### config.mk
export PLATFORM = sky130hd
export DESIGN_NAME = mdio_mgmt_slave
export DESIGN_NICKNAME = d
export VERILOG_FILES = /design/src/rtl/mdio_slave_pkg.sv /design/src/rtl/mdio_frame_engine.sv /design/src/rtl/mdio_irq_ctl.sv /design/src/rtl/mdio_reg_store.sv /design/src/rtl/mdio_mgmt_slave.sv
export SDC_FILE = /design/constraint.sdc
export NUM_CORES = 1
export LEC_CHECK = 0
export ABC_AREA = 1
export CORE_ASPECT_RATIO = 0.6
export CORE_UTILIZATION = 50
export CTS_CLUSTER_SIZE = 12
export DETAILED_ROUTE_END_ITERATION = 8
export MAX_ROUTING_LAYER = met4
export PLACE_DENSITY = 0.68
export SLEW_MARGIN = 20
export SYNTH_ARGS = -nofsm -noshare
export SYNTH_HDL_FRONTEND = slang
export SYNTH_SLANG_ARGS = --single-unit
### constraint.sdc
create_clock -name mdc -period 2.45 [get_ports mdc]
set_input_delay 0.49 -clock mdc [delete_from_list [all_inputs] [get_ports mdc]]
set_output_delay 0.49 -clock mdc [all_outputs]
set_load 0.05 [all_outputs]
### src/rtl/mdio_slave_pkg.sv
package mdio_slave_pkg;
  localparam int AW    = 5;
  localparam int DW    = 16;
  localparam int EVT_W = DW / 2;

  typedef enum logic [2:0] {
    PH_IDLE, PH_START, PH_OP, PH_PHY, PH_REG, PH_TA, PH_DATA
  } phase_e;

  // address decode of the populated part of the map
  function automatic logic reg_present(input logic [AW-1:0] a,
                                       input int lo_last, input int hi_first);
    return (int'(a) <= lo_last) || (int'(a) >= hi_first);
  endfunction

  // clear is applied before new events are merged in
  function automatic logic [EVT_W-1:0] status_next(input logic [EVT_W-1:0] cur,
                                                   input logic [EVT_W-1:0] evt,
                                                   input logic clr);
    return (clr ? '0 : cur) | evt;
  endfunction

  function automatic logic irq_level(input logic pend, input logic act_high);
    return act_high ? pend : ~pend;
  endfunction
endpackage

### src/rtl/mdio_frame_engine.sv
module mdio_frame_engine
  import mdio_slave_pkg::*;
#(
  parameter int PRE_LEN = 32
) (
  input  logic          clk,
  input  logic          rst_n,
  input  logic          mdio_in,
  input  logic [AW-1:0] my_addr,
  input  logic [DW-1:0] rd_data,
  output logic          mdio_out,
  output logic          mdio_oe,
  output logic          rd_go,
  output logic          wr_go,
  output logic [AW-1:0] reg_addr,
  output logic [DW-1:0] wr_data
);
  localparam int PCW = $clog2(PRE_LEN + 1);
  localparam int CW  = $clog2(DW) + 1;
  localparam logic [PCW-1:0] PRE_MAX = PCW'(PRE_LEN);

  phase_e          phase;
  logic [PCW-1:0]  pre_cnt;
  logic [CW-1:0]   bit_cnt;
  logic            op_hi, is_read, hit_q, oe_q, out_q;
  logic [AW-1:0]   phy_sh, reg_sh;
  logic [DW-1:0]   data_sh;

  assign rd_go    = (phase == PH_TA) && (bit_cnt == '0) && hit_q && is_read;
  assign wr_go    = (phase == PH_DATA) && (bit_cnt == CW'(DW-1)) && hit_q && !is_read;
  assign wr_data  = {data_sh[DW-2:0], mdio_in};
  assign reg_addr = reg_sh;
  assign mdio_out = out_q;
  assign mdio_oe  = oe_q;

  always_ff @(posedge clk or negedge rst_n) begin
    if (!rst_n) begin
      phase   <= PH_IDLE;
      pre_cnt <= '0;
      bit_cnt <= '0;
      op_hi   <= 1'b0;
      is_read <= 1'b0;
      hit_q   <= 1'b0;
      oe_q    <= 1'b0;
      out_q   <= 1'b0;
      phy_sh  <= '0;
      reg_sh  <= '0;
      data_sh <= '0;
    end else begin
      unique case (phase)
        PH_IDLE: begin
          if (mdio_in) begin
            if (pre_cnt != PRE_MAX) pre_cnt <= pre_cnt + 1'b1;
          end else if (pre_cnt == PRE_MAX) begin
            phase   <= PH_START;
            pre_cnt <= '0;
          end else begin
            pre_cnt <= '0;
          end
        end
        PH_START: begin
          bit_cnt <= '0;
          phase   <= mdio_in ? PH_OP : PH_IDLE;
        end
        PH_OP: begin
          if (bit_cnt == '0) begin
            op_hi   <= mdio_in;
            bit_cnt <= CW'(1);
          end else begin
            bit_cnt <= '0;
            if (op_hi != mdio_in) begin
              is_read <= op_hi;
              phase   <= PH_PHY;
            end else begin
              phase <= PH_IDLE;
            end
          end
        end
        PH_PHY: begin
          phy_sh <= {phy_sh[AW-2:0], mdio_in};
          if (bit_cnt == CW'(AW-1)) begin
            bit_cnt <= '0;
            phase   <= PH_REG;
          end else begin
            bit_cnt <= bit_cnt + 1'b1;
          end
        end
        PH_REG: begin
          reg_sh <= {reg_sh[AW-2:0], mdio_in};
          if (bit_cnt == CW'(AW-1)) begin
            bit_cnt <= '0;
            phase   <= PH_TA;
            hit_q   <= (phy_sh == my_addr);
          end else begin
            bit_cnt <= bit_cnt + 1'b1;
          end
        end
        PH_TA: begin
          if (bit_cnt == '0) begin
            bit_cnt <= CW'(1);
            if (rd_go) begin
              oe_q    <= 1'b1;
              out_q   <= 1'b0;
              data_sh <= rd_data;
            end
          end else begin
            bit_cnt <= '0;
            phase   <= PH_DATA;
            out_q   <= data_sh[DW-1];
            data_sh <= {data_sh[DW-2:0], mdio_in};
          end
        end
        PH_DATA: begin
          out_q   <= data_sh[DW-1];
          data_sh <= {data_sh[DW-2:0], mdio_in};
          if (bit_cnt == CW'(DW-1)) begin
            bit_cnt <= '0;
            oe_q    <= 1'b0;
            phase   <= PH_IDLE;
          end else begin
            bit_cnt <= bit_cnt + 1'b1;
          end
        end
        default: phase <= PH_IDLE;
      endcase
    end
  end

  // the drive window opens with the turnaround zero
  assert_turn_zero_R2: assert property (@(posedge clk) disable iff (!rst_n)
    $rose(mdio_oe) |-> !mdio_out);
  // the window closes only when the frame is over
  assert_window_end_R2: assert property (@(posedge clk) disable iff (!rst_n)
    $fell(mdio_oe) |-> phase == PH_IDLE);
  // the line is driven only for a read to this device
  assert_drive_own_R3: assert property (@(posedge clk) disable iff (!rst_n)
    mdio_oe |-> (hit_q && is_read));
endmodule

### src/rtl/mdio_irq_ctl.sv
module mdio_irq_ctl
  import mdio_slave_pkg::*;
(
  input  logic             clk,
  input  logic             rst_n,
  input  logic [EVT_W-1:0] evt,
  input  logic             en_wr,
  input  logic [EVT_W-1:0] en_data,
  input  logic             rd_clr,
  input  logic             act_high,
  output logic [DW-1:0]    irq_word,
  output logic             irq_pin
);
  logic [EVT_W-1:0] en_q, status_q;
  logic             pending;

  always_ff @(posedge clk or negedge rst_n) begin
    if (!rst_n) begin
      en_q     <= '0;
      status_q <= '0;
    end else begin
      if (en_wr) en_q <= en_data;
      status_q <= status_next(status_q, evt, rd_clr);
    end
  end

  assign pending  = |(status_q & en_q);
  assign irq_pin  = irq_level(pending, act_high);
  assign irq_word = {en_q, status_q};

  // without a clearing read no status bit drops
  assert_sticky_R6: assert property (@(posedge clk) disable iff (!rst_n)
    !rd_clr |=> (status_q & $past(status_q)) == $past(status_q));
  // after the clearing edge only that edge's events remain
  assert_clear_keeps_evt_R7: assert property (@(posedge clk) disable iff (!rst_n)
    rd_clr |=> status_q == $past(evt));
  // a new pending interrupt moves the pin to the active level
  assert_pin_level_R8: assert property (@(posedge clk) disable iff (!rst_n)
    ($rose(pending) && $stable(act_high)) |-> irq_pin == act_high);
endmodule

### src/rtl/mdio_reg_store.sv
module mdio_reg_store
  import mdio_slave_pkg::*;
#(
  parameter int LO_LAST  = 6,
  parameter int HI_FIRST = 25,
  parameter int IRQ_ADDR = 27,
  parameter int POL_ADDR = 31,
  parameter int POL_BIT  = 9
) (
  input  logic          clk,
  input  logic          rst_n,
  input  logic          rd_go,
  input  logic          wr_go,
  input  logic [AW-1:0] addr,
  input  logic [DW-1:0] wr_data,
  input  logic [DW-1:0] irq_word,
  output logic [DW-1:0] rd_data,
  output logic          irq_en_wr,
  output logic          irq_rd_clr,
  output logic          act_high,
  output logic [DW-1:0] word0
);
  localparam int NREG = 1 << AW;
  localparam logic [AW-1:0] IRQ_A = AW'(IRQ_ADDR);

  logic [DW-1:0] word [NREG];

  for (genvar g = 0; g < NREG; g++) begin : g_word
    if (reg_present(AW'(g), LO_LAST, HI_FIRST) && g != IRQ_ADDR) begin : g_flop
      logic [DW-1:0] q;
      always_ff @(posedge clk or negedge rst_n) begin
        if (!rst_n)                          q <= '0;
        else if (wr_go && addr == AW'(g))    q <= wr_data;
      end
      assign word[g] = q;
    end else begin : g_zero
      assign word[g] = '0;
    end
  end

  assign rd_data    = (addr == IRQ_A) ? irq_word : word[addr];
  assign irq_en_wr  = wr_go && (addr == IRQ_A);
  assign irq_rd_clr = rd_go && (addr == IRQ_A);
  assign act_high   = word[POL_ADDR][POL_BIT];
  assign word0      = word[0];

  // an absent address presents zero to the serializer
  assert_absent_zero_R5: assert property (@(posedge clk) disable iff (!rst_n)
    (rd_go && !reg_present(addr, LO_LAST, HI_FIRST)) |-> rd_data == '0);
  // a write to a populated plain register lands there
  assert_write_lands_R4: assert property (@(posedge clk) disable iff (!rst_n)
    (wr_go && reg_present(addr, LO_LAST, HI_FIRST) && addr != IRQ_A)
      |=> word[$past(addr)] == $past(wr_data));
endmodule

### src/rtl/mdio_mgmt_slave.sv
module mdio_mgmt_slave
  import mdio_slave_pkg::*;
#(
  parameter int PRE_LEN  = 32,
  parameter int LO_LAST  = 6,
  parameter int HI_FIRST = 25,
  parameter int IRQ_ADDR = 27,
  parameter int POL_ADDR = 31,
  parameter int POL_BIT  = 9
) (
  input  logic             mdc,
  input  logic             rst_n,
  input  logic             mdio_in,
  input  logic [AW-1:0]    phy_addr,
  input  logic [EVT_W-1:0] core_evt,
  output logic             mdio_out,
  output logic             mdio_oe,
  output logic [DW-1:0]    basic_ctrl,
  output logic             irq_pin
);
  logic          rd_go, wr_go, irq_en_wr, irq_rd_clr, act_high;
  logic [AW-1:0] reg_addr;
  logic [DW-1:0] wr_data, rd_data, irq_word;

  mdio_frame_engine #(.PRE_LEN(PRE_LEN)) u_frame (
    .clk(mdc), .rst_n(rst_n), .mdio_in(mdio_in), .my_addr(phy_addr),
    .rd_data(rd_data), .mdio_out(mdio_out), .mdio_oe(mdio_oe),
    .rd_go(rd_go), .wr_go(wr_go), .reg_addr(reg_addr), .wr_data(wr_data)
  );

  mdio_reg_store #(
    .LO_LAST(LO_LAST), .HI_FIRST(HI_FIRST), .IRQ_ADDR(IRQ_ADDR),
    .POL_ADDR(POL_ADDR), .POL_BIT(POL_BIT)
  ) u_store (
    .clk(mdc), .rst_n(rst_n), .rd_go(rd_go), .wr_go(wr_go), .addr(reg_addr),
    .wr_data(wr_data), .irq_word(irq_word), .rd_data(rd_data),
    .irq_en_wr(irq_en_wr), .irq_rd_clr(irq_rd_clr), .act_high(act_high),
    .word0(basic_ctrl)
  );

  mdio_irq_ctl u_irq (
    .clk(mdc), .rst_n(rst_n), .evt(core_evt), .en_wr(irq_en_wr),
    .en_data(wr_data[DW-1:EVT_W]), .rd_clr(irq_rd_clr), .act_high(act_high),
    .irq_word(irq_word), .irq_pin(irq_pin)
  );
endmodule

==> flow_summary.toml <==
[status]
outcome = "finished clean"

[timing]
layout_setup_ws_ps = 108.1
whs_ps = 412.9
grt_setup_unrepaired = "no"
hold_viol = 0
slew_headroom = 0.3322
worstMarginPinSlew_ps = 998.0
fin_crit_sh = 0.9559
skew_ps = 19.76
slew_viol_final = 0
finalCriticalPeriod_ps = 2342
fmax_mhz = 427.0
fin_setup_tns_ps = 0
final-setup-viol-count = 0

[worst_setup_path]
reg2reg_setup_slack_ps = 240
endpoint_kind = "output port"
rr_startpoint = "u_frame.bit_cnt[0]"
path_max_fanout = 3
worstSetupPathDepth = 6
crit_buf_inv = 2
cp_slowest_cell = "dfrtp_1"
cp.required_ps = 1960
crit_path_end = "irq_pin"
r2r_cells = 9
critPathArrivalTime_ps = 1850
rr_endpoint = "u_frame.data_sh[4]"
cp_cell_sequence = "inv_1 -> o22ai_1 -> a21oi_1 -> nand4_1 -> xnor2_1 -> buf_4"
cp_slowest_stage_delay_ps = 350
start_kind = "flip-flop"
path_delay_family = "flip-flops"
critPathKind = "flip-flop to output port"
cp-startpoint = "u_irq.status_q[6]"

[job]
drv_cap = 0

[placed_design]
gp_congestion = 0.9009
io_buffers = 34
hpwl_mm = 22.10
post_dp_cell_area_mm2 = 0.01304
pre_cts_slack_ps = 286.8

[cts]
cts_max_level = 1
cts-buffers-inserted = 26
clkTransAtPathRegs_ps = 60
cts_setup_buffers = 0
clock_latency_ps = 540
root_buffer = "clkbuf_16"
clock_sinks = 269
cts_tree = "done"
cts.path.max_buffers = 3

[power]
peakVddDrop_mv = 0.5792
leakagePower_nw = 6.534
power_density_mw_per_mm2 = 895.3

[global_routing]
grt_pass1_wl_mm = 54.14
antenna_found_initial = 0
grt_overflow = 0
grt_pass1_vias = 9597
grt_max_degree = 66
grt_usage = 0.2864

[floorplanning]
core_mm2 = 0.02357
fp.dieW_um = 204.1
ios = 35
num_rows = 43
start_util = 0.5198
dieArea_mm2 = 0.02515
dieHeight_um = 123.2

[drt]
dr_total_vias = 10420
drt_wl_total_mm = 33.26
antenna_left = 0
drc = 0
vias_per_cell = 5.634
drt_iter0_drc = 1059
wl_per_cell_um = 17.98
firstDrtPassIters = 8

[yosys]
syn-mean-instance-area_um2 = 8.047
ys_types = 31
synth_nets = 1544
synth.cell_area_mm2 = 0.01225
synth_area_leaders = "dfrtp_1 (55%), nand2_1 (19%), o21ai_0 (8.4%)"
yosys.area.top_type = "dfrtp_1"
ys_ff_latch = 269
synth_top_area_frac = 0.5496
ys_seq_area_frac = 0.5496
ys_warn_count = 0
syn_inst = 1522

[final_layout]
final_cell_mix = "nand2_1 (608), dfrtp_1 (269), o21ai_0 (205)"
multi_input_area_mm2 = 0.004887
nets = 1552
final_common_cell = "nand2_1"
drive_above_1_share = 0.05863
syn2layout_area_growth_pct = 12.39
stdcell_area_mm2 = 0.01377
seq_area_mm2 = 0.006731
n_antenna_cell = 0
fillerInstances = 2133

[min_path]
hp-class = "input pin to asynchronous set/reset pin"
[logic make-up (layout without fill, tap and decap cells)]
| logic type | after synthesis | in the layout | share of synthesized area |
|---|---|---|---|
| AOI/OAI and AO/OA | 323 | 323 | 0.1355 |
| xor gates and xnor gates | 12 | 12 | 0.008581 |
| adders and majority gates | 6 | 6 | 0.006129 |
| buffers and inverters | 164 | 177 | 0.05281 |
| DFF | 269 | 269 | 0.5496 |
| and+or+nand+nor | 748 | 748 | 0.2474 |
[what timing repair did]
| action | CTS | global route |
|---|---|---|
| hold buffers | 1 | 0 |
| endpoints found under the setup margin | 0 | 2 |
| gates resized for setup | 0 | 1 |
| endpoints found under the hold margin | 30 | 0 |
[per-stage QoR]
step	total power, W	std cells	util
finish	0.01232	1850	0.5842
global route	0.01291	1850	0.5842
CTS	0.01229	1850	0.5840
detailed placement	0.008660	1816	0.5535
global placement	0.008619	1816	0.5535
floorplan	0.007270	1522	-
[flip-flops by register name (all words and copies together), names as in the netlist, 3 cells and up]
name,flops
u_irq.en_q,8
u_frame.reg_addr,5
u_frame.bit_cnt,5
u_store.g_word.g_flop.q,192
u_frame.phase,3
u_irq.status_q,8
u_frame.phy_sh,5
u_frame.data_sh,16
u_frame.pre_cnt,6
u_store.word0,16
[final cells by class]
cell class,instances,area share
sequential,269,0.4890
clock buffer,33,0.05145
multi-input combinational,1089,0.3550
timing repair buffer,79,0.05781
inverter,65,0.01809
tap,315,0.02863
[cells in the mapped netlist (all sizes together)]
library cell / number
ha: 6
o211ai: 1
nand2: 608
a311oi: 1
clkbuf: 75
o21a: 1
o31ai: 2
o22ai: 4
dfrtp: 269
nor3: 4
o21bai: 8
nand4: 36
buf: 24
o21ai: 254
nand3: 52
a21oi: 51
nor2: 48
xor2: 8
inv: 64
xnor2: 4
clkinv: 1
o221ai: 1
[worst min-delay path by stage]
stage / slack, ps / cells after the start / to / start
2_1_floorplan: 190 / 0 / u_frame.bit_cnt[0] / rst_n
3_3_place_gp: 390 / 1 / u_store.g_word[28].g_flop.q[3] / rst_n
3_5_place_dp: 390 / 1 / u_store.g_word[29].g_flop.q[15] / rst_n
4_1_cts: 410 / 2 / u_store.g_word[28].g_flop.q[0] / rst_n
5_1_grt: 420 / 2 / u_store.g_word[28].g_flop.q[3] / rst_n
6_report: 410 / 2 / u_store.g_word[28].g_flop.q[0] / rst_n
[worst reg2reg max path: cells and delay by family (launching register included)]
kind	cells	cell delay [ps]
and+or+nand+nor	4	870
buffers and inverters	2	430
DFF	1	420
adders and majority gates	1	180
AOI/OAI and AO/OA	2	170
[layer usage]
layer  up-vias  routed length [µm]  global-route usage  part of all wire
met3        26                3210             0.06458             0.097
met2       419               12800              0.3744              0.38
met4         0                 367             0.04338             0.011
met5         -                   0                   -                 0
li1       4932                   -                   -                 -
met1      5046               16880              0.4528              0.51
[report_power, final]
part	switching, W	leakage, nW	internal [W]
Combinational	0.00277	2.61	0.000874
Clock	0.00165	0.346	0.00199
Sequential	0.000288	3.58	0.00475
Total	0.00471	6.53	0.00761
Power figures use the tool's default switching activity.
